--- config.mk ---
export PLATFORM = sky130hd
export DESIGN_NAME = victim_way_sel
export DESIGN_NICKNAME = d
export VERILOG_FILES = /design/src/rtl/vsel_pkg.sv /design/src/rtl/vsel_first_free.sv /design/src/rtl/vsel_plru.sv /design/src/rtl/vsel_rr.sv /design/src/rtl/victim_way_sel.sv
export SDC_FILE = /design/constraint.sdc
export NUM_CORES = 1
export LEC_CHECK = 0
export ABC_AREA = 1
export CORE_MARGIN = 1.5
export CORE_UTILIZATION = 29
export DETAILED_ROUTE_END_ITERATION = 10
export GPL_TIMING_DRIVEN = 0
export PLACE_DENSITY_LB_ADDON = 0.12
export SLEW_MARGIN = 10
export SYNTH_ARGS = -nofsm -noshare
export SYNTH_HDL_FRONTEND = slang
export SYNTH_SLANG_ARGS = --single-unit
--- constraint.sdc ---
create_clock -name clk -period 5.55 [get_ports clk]
set_clock_uncertainty 0.1 [all_clocks]
set_input_delay 1.3875 -clock clk [delete_from_list [all_inputs] [get_ports clk]]
set_output_delay 1.3875 -clock clk [all_outputs]
set_load 0.005 [all_outputs]
--- src/rtl/vsel_pkg.sv ---
package vsel_pkg;
  typedef enum logic [1:0] {
    POL_TREE     = 2'b00,
    POL_RR       = 2'b01,
    POL_RR_SKIP  = 2'b10,
    POL_TREE_ALT = 2'b11
  } policy_e;
endpackage

--- src/rtl/vsel_first_free.sv ---
module vsel_first_free #(
  parameter int WAYS = 4,
  localparam int WAY_W = $clog2(WAYS)
) (
  input  logic [WAYS-1:0]  way_valid,
  output logic             any_free,
  output logic [WAY_W-1:0] free_way
);
  always_comb begin
    any_free = 1'b0;
    free_way = '0;
    for (int w = WAYS - 1; w >= 0; w--) begin
      if (!way_valid[w]) begin
        any_free = 1'b1;
        free_way = WAY_W'(w);
      end
    end
  end
endmodule

--- src/rtl/vsel_plru.sv ---
module vsel_plru #(
  parameter int WAYS = 4,
  parameter int SETS = 16,
  localparam int WAY_W = $clog2(WAYS),
  localparam int SET_W = $clog2(SETS)
) (
  input  logic             clk,
  input  logic             rst_n,
  input  logic [SET_W-1:0] sel_set,
  input  logic             touch_en,
  input  logic [WAY_W-1:0] touch_way,
  output logic [WAY_W-1:0] pick_way
);
  // node n of the heap lives at bit n; the root is bit 1
  logic [WAYS-1:1] tree_q [SETS];
  logic [WAYS-1:1] cur_bits;
  logic [WAYS-1:1] nxt_bits;
  logic [WAY_W-1:0] walk_node;
  logic [WAY_W-1:0] upd_node;

  assign cur_bits = tree_q[sel_set];

  // follow the bits from the root down to a leaf
  always_comb begin
    pick_way  = '0;
    walk_node = WAY_W'(1);
    for (int l = 0; l < WAY_W; l++) begin
      pick_way[WAY_W-1-l] = cur_bits[walk_node];
      walk_node = WAY_W'(1 << (l + 1)) | WAY_W'(pick_way >> (WAY_W - 1 - l));
    end
  end

  // point every node on the touched path away from the touched way
  always_comb begin
    nxt_bits = cur_bits;
    upd_node = '0;
    for (int l = 0; l < WAY_W; l++) begin
      upd_node = WAY_W'(1 << l) | WAY_W'(touch_way >> (WAY_W - l));
      nxt_bits[upd_node] = ~touch_way[WAY_W-1-l];
    end
  end

  always_ff @(posedge clk or negedge rst_n) begin
    if (!rst_n) begin
      for (int s = 0; s < SETS; s++) tree_q[s] <= '0;
    end else if (touch_en) begin
      tree_q[sel_set] <= nxt_bits;
    end
  end
endmodule

--- src/rtl/vsel_rr.sv ---
module vsel_rr #(
  parameter int WAYS = 4,
  parameter int SETS = 16,
  localparam int WAY_W = $clog2(WAYS),
  localparam int SET_W = $clog2(SETS)
) (
  input  logic             clk,
  input  logic             rst_n,
  input  logic [SET_W-1:0] sel_set,
  input  logic             skip_mru,
  input  logic             touch_en,
  input  logic [WAY_W-1:0] touch_way,
  input  logic             adv_en,
  output logic [WAY_W-1:0] cand_way
);
  logic [WAY_W-1:0] ptr_q [SETS];
  logic [WAY_W-1:0] mru_q [SETS];
  logic [WAY_W-1:0] ptr_cur;

  assign ptr_cur  = ptr_q[sel_set];
  assign cand_way = (skip_mru && (ptr_cur == mru_q[sel_set])) ? ptr_cur + WAY_W'(1) : ptr_cur;

  always_ff @(posedge clk or negedge rst_n) begin
    if (!rst_n) begin
      for (int s = 0; s < SETS; s++) begin
        ptr_q[s] <= '0;
        mru_q[s] <= '0;
      end
    end else begin
      if (touch_en) mru_q[sel_set] <= touch_way;
      if (adv_en)   ptr_q[sel_set] <= cand_way + WAY_W'(1);
    end
  end
endmodule

--- src/rtl/victim_way_sel.sv ---
module victim_way_sel
  import vsel_pkg::*;
#(
  parameter int WAYS = 4,
  parameter int SETS = 16,
  localparam int WAY_W = $clog2(WAYS),
  localparam int SET_W = $clog2(SETS)
) (
  input  logic             clk,
  input  logic             rst_n,
  input  logic [1:0]       policy,
  input  logic             acc_valid,
  input  logic [SET_W-1:0] acc_set,
  input  logic             acc_hit,
  input  logic [WAY_W-1:0] acc_hit_way,
  input  logic [WAYS-1:0]  way_valid,
  output logic [WAY_W-1:0] victim_way
);
  logic             tree_mode;
  logic             skip_mode;
  logic             any_free;
  logic [WAY_W-1:0] free_way;
  logic [WAY_W-1:0] tree_pick;
  logic [WAY_W-1:0] rr_pick;
  logic [WAY_W-1:0] touched;
  logic             rr_adv;

  assign tree_mode = (policy == POL_TREE) || (policy == POL_TREE_ALT);
  assign skip_mode = (policy == POL_RR_SKIP);

  vsel_first_free #(.WAYS(WAYS)) u_free (
    .way_valid (way_valid),
    .any_free  (any_free),
    .free_way  (free_way)
  );

  vsel_plru #(.WAYS(WAYS), .SETS(SETS)) u_tree (
    .clk       (clk),
    .rst_n     (rst_n),
    .sel_set   (acc_set),
    .touch_en  (acc_valid),
    .touch_way (touched),
    .pick_way  (tree_pick)
  );

  vsel_rr #(.WAYS(WAYS), .SETS(SETS)) u_rr (
    .clk       (clk),
    .rst_n     (rst_n),
    .sel_set   (acc_set),
    .skip_mru  (skip_mode),
    .touch_en  (acc_valid),
    .touch_way (touched),
    .adv_en    (rr_adv),
    .cand_way  (rr_pick)
  );

  always_comb begin
    if (any_free)       victim_way = free_way;
    else if (tree_mode) victim_way = tree_pick;
    else                victim_way = rr_pick;
  end

  assign touched = acc_hit ? acc_hit_way : victim_way;
  assign rr_adv  = acc_valid && !acc_hit && !tree_mode;
endmodule

== Word level (Yosys, flattened, before mapping) ==
Index checks and enable logic that the tools add are counted.
Operators by class
  add/sub/neg operators: 2
  $lt $le $gt $ge: 5
  equality and inequality tests: 3
  multiplexer cells: 33
  bitwise operators: 3
  reduce and logical (&&, ||, !) cells: 9
Operators by type and width (count)
  32-bit bitwise mux: 2
  48-bit bitwise mux: 1
  2-bit two-way mux: 13
  2-bit binary-select mux with 4-bit select: 2
  3-bit binary-select mux with 4-bit select: 1
  3-bit demux with 4-bit select: 1
  3-bit two-way mux: 3
  2-bit demux with 4-bit select: 1
  1-bit two-way mux: 7
  2-bit by 3-bit < comparator with 1-bit output (second input constant): 2
  5-bit greater-or-equal comparator (second input constant): 1
  1-bit logical AND: 5
  5-bit by 1-bit < comparator with 1-bit output (second input constant): 1
  4-bit NOT with 5-bit output: 1
  2-bit by 1-bit adder with 2-bit output (second input constant): 2
  2-bit == test (second input constant): 2
  3-bit bitwise mux: 1
  2-bit == test: 1
  2-bit by 1-bit greater-or-equal comparator with 1-bit output (second input constant): 1
  1-bit zero test: 2
  2-bit zero test: 1
  1-bit NOT: 2
  1-bit demux with 1-bit select: 1
  1-bit logical OR: 1
Storage, ports and cells
  bits in registers: 112
  output and inout bits: 2

== Logic depth before layout (Yosys ltp) ==
  depth after elaboration: 16
  depth in mapped cells: 26
  gate-level depth less buffers: 23

== By module ==
Synthesis repeated with hierarchy kept, for this count alone.
Second synthesis, totals
  cell total of the unflattened synthesis: 899
  area, all modules: 6185.9 um^2
Modules (own cells, without submodules)
  vsel_rr: instances 1, cells each 499, area an instance 3529.6 um^2, seq. area each 1601.5 um^2
  vsel_plru: instances 1, cells each 368, area an instance 2509.9 um^2, seq. area each 1201.2 um^2
  victim_way_sel: instances 1, cells each 23, area an instance 110.1 um^2, seq. area each 0.0 um^2
  vsel_first_free: instances 1, cells each 9, area an instance 36.3 um^2, seq. area each 0.0 um^2

== Worst setup path before layout ==
OpenSTA, ideal clock, no wires.
  kind: input to output
  start: input port acc_set[0]
  end: output port victim_way[1]
  arrival: 2724 ps
  setup slack: 1338 ps
  stages: 20
  cells stage by stage: buf_6 inv_2 buf_6 nand2_1 nand2_1 nand2_1 nand2_1 nand2_1 nand2_1 inv_1 nand2_2 nor2_1 nor2_2 nand2_1 nand2_1 nand2_1 nand2_1 nand2_2 nand2_1 inv_1
On the way
  word-level cells in the longest chain between the ends: 9
Ends and longest elaborated chain
  from (decl): line victim_way_sel.sv:13  | input logic [SET_W-1:0] acc_set,
  4-bit NOT with 5-bit output (implied by the code) (*): line vsel_plru.sv:21, vsel_rr.sv:20, vsel_rr.sv:21
  parallel branches: the longest is 6 deep, another holds 2-bit by 1-bit adder with 2-bit output
  2-bit two-way mux (*): line victim_way_sel.sv:59  | else if (tree_mode) victim_way = tree_pick;
  2-bit two-way mux (*): line victim_way_sel.sv:58  | if (any_free) victim_way = free_way;
  to (decl): line victim_way_sel.sv:17  | output logic [WAY_W-1:0] victim_way
Mark *: on every way between the ends. The select of a mux whose other input is x is not followed.

== Worst setup path after layout ==
  start: input port acc_set[2]
  end: output port victim_way[1]
Same word-level chain as after synthesis.

==> results.cfg <==
[status]
status = finished clean

[placed_design]
gp_congestion = 0.831
port_buffers = 15
dp_cells = 1021
hpwl_um = 12500

[critical_path]
rr_worst_depth = 16
cp_max_fo = 8
timing.critical_path.buf_inv = 6
crit_slowest_cell = clkdlybuf4s50_1
start_kind = input port
crit_path_end_kind = output pin
crit_family = buffers and inverters
cp_cell_sequence = clkdlybuf4s50_1 > inv_1 > nand2_4 > clkinvlp_4 > nand2_1 > nand2_1 > nor2_2 > nand2_1 > nand2_1 > inv_1 > nand2_1 > nand2_1 > nand2_1 > nand2_1 > nand2_2 > nand2_1 > inv_1 > clkdlybuf4s50_1
path_class = input port to output pin
required_ps = 4060
slowest_delay_ps = 550
worstPathArrival_ps = 3880
crit_cells = 18
cp_common_cell = nand2_1

[yosys]
synth.most_common_cell = nand2_1
synth_edf_count = 0
yosysTopAreaCell = dfrtp_1
synthCells = 745
synth_ff_type = dfrtp_1
async_flop_share = 1.00
ys_ff_latch = 112
synth_area_leaders = dfrtp_1 49%, nand2_1 23%, nand3_1 4.9%
yosysWarnings = 0
syn-num-nets = 762
syn_area_per_cell_um2 = 7.61
synth_top_area_frac = 0.494
yosysUniqueCellTypes = 31
synth_area_um2 = 5670
ys_seq_area_frac = 0.494
yosys-top-cells-count = 349 x nand2_1, 112 x dfrtp_1, 56 x nand3_1

[sta]
slew-limit-headroom = 0.487
setup_violations = 0
finalHoldViolCount = 0
drv_slew = 0
fin_crit_sh = 0.968
setup_tns_ps = 0
tightest_slew_ps = 763
max_freq_ghz = 0.186
min_period_ps = 5370

[hold_path]
whs_path_depth = 2
hold_path.class = register to register

[routing]
drt_wl_total_um = 17600
first_iter_violations = 433
drtAntennaViolNets = 0
drc = 0
dr_total_vias = 5032
drtPass1Iterations = 5
routed_via_density = 4.85
wl_per_cell_um = 17.0

[floorplan]
die_area_um2 = 20400
die_h_um = 143
rows = 50
core_area_um2 = 19000
ios = 18
fp.dieW_um = 143
initial_core_util = 0.299

[power_and_ir_drop]
switching_share = 0.325
max-vdd-ir-drop_mv = 0.123
power.internal_w = 0.00153
p_clk_frac = 0.295
pwr-share-seq = 0.483
power_switching_w = 0.000736
p_leak_nw = 3.22
p_comb_frac = 0.222
power.density_nw_per_um2 = 348

[clock_network]
cts_root_buf = clkbuf_16
cts.path.max_buffers = 2
clock_latency_ps = 360
cts_sinks = 112
ctsHoldBuffers = 0
clk_pin_slew_ps = 70
cts_tree = done
h-tree-depth = 3
cts_buffers = 9

[global_routing]
grt_pass1_wl_um = 27500
grt_usage = 0.181
antenna_found_initial = 0
overflow = 0
grt_start_max_net_pins = 64
grt_pass1_vias = 4850

[layout]
fin_cells = 1038
drive_above_1_share = 0.0951
n_antenna_cell = 0
synthToLayoutAreaGrowth_pct = 15.1
final_util = 0.344
fin_nets = 791

[job]
maxCapViolCount = 0
-- worst register-to-register path, stage by stage, from the launching register on --
cell and delay [ps]:
dfrtp_1 330, inv_1 40, o21ai_0 310, nand2_1 100, nand2_1 90, nand2_1 50
nand2_1 70, nor2_2 50, nand2_1 60, nand2_1 60, nor2_2 120, nand2_1 80
nand2_1 100, nand2_2 130, xnor2_1 550, clkbuf_2 350, o21ai_0 110
-- state kept, by name, indices dropped and copies added, names as in the netlist --
signal         cells
u_rr.ptr_q        32
u_tree.tree_q     48
u_rr.mru_q        32
-- through the flow --
step	worst slack [ps]	hold WS (ps)	power, W	cell area (um^2)
detailed placement	-99.0	368	0.00161	6170
CTS	48.1	388	0.00228	6460
finish	179	384	0.00227	6520
global route	-1.79	403	0.00240	6520
global placement	-1490	365	0.00159	6140
floorplan	1340	350	0.00142	5670
-- kinds of logic after synthesis --
kind of cell	count (synthesis)	share of synthesized area
AND/OR/NAND/NOR	452	0.332
flip-flops	112	0.494
AO/OA/AOI/OAI	100	0.105
buffers and inverters	78	0.0636
XOR/XNOR	2	0.00309
adder cells (fa/ha/maj)	1	0.00221
-- final cells by class --
type / instances / area (um^2)
tap: 260 / 325
buffer: 26 / 170
fill: 2000 / 12400
multi-input combinational: 555 / 2520
clock buffer: 9 / 225
timing repair buffer: 20 / 211
inverter: 50 / 195
clock inverter: 6 / 67.6
sequential: 112 / 2800
-- timing repair --
item	CTS	global route
setup buffers	0	4
gates resized for setup	1	15
gates cloned	0	0
setup endpoints to repair	2	2
-- per-layer routing --
metal / vias up / routed length [um] / track usage
li1: 2444 / - / -
met1: 2425 / 8320 / 0.252
met2: 143 / 8150 / 0.290
met3: 20 / 879 / 0.0309
met4: 0 / 249 / 0.0521
met5: - / 0 / 0
-- path summary, 6_finish.rpt --
check                               start           endpoint  slack, ps
min reg2reg                u_rr.mru_q[29]     u_rr.mru_q[29]        380
min                        u_rr.mru_q[29]     u_rr.mru_q[29]        380
max in group asynchronous           rst_n  u_tree.tree_q[22]       3790
min in group asynchronous           rst_n     u_rr.ptr_q[14]        870
max                            acc_set[2]      victim_way[1]        180
max reg2reg                u_rr.mru_q[23]      u_rr.ptr_q[1]       2740
-- cells in the final DEF, fill, tap and decap left out, types with 2 or more instances in the layout --
master	count
a22oi_1	20
buf_2	11
buf_4	9
buf_6	6
clkbuf_1	2
clkbuf_16	9
clkbuf_2	2
clkdlybuf4s50_1	13
clkinv_1	2
clkinvlp_4	4
dfrtp_1	112
inv_1	43
inv_2	3
inv_6	2
nand2_1	346
nand2_2	9
nand2_4	5
nand3_1	56
nand4_1	3
nor2_1	5
nor2_2	6
nor2_4	2
nor3_1	17
o21a_1	16
o21ai_0	50
o21ai_1	11
o22ai_1	2
-- power groups by stage --
stage / Combinational (W) / Clock (W) / Sequential, W
after floorplan: 0.000344 / 0 / 0.00108
after global placement: 0.000489 / 0 / 0.00111
after detailed placement: 0.000504 / 0 / 0.00111
after CTS: 0.000505 / 0.000683 / 0.00109
after global routing: 0.000573 / 0.000711 / 0.00111
final: 0.000504 / 0.000669 / 0.00109
Power figures use the tool's default switching activity.
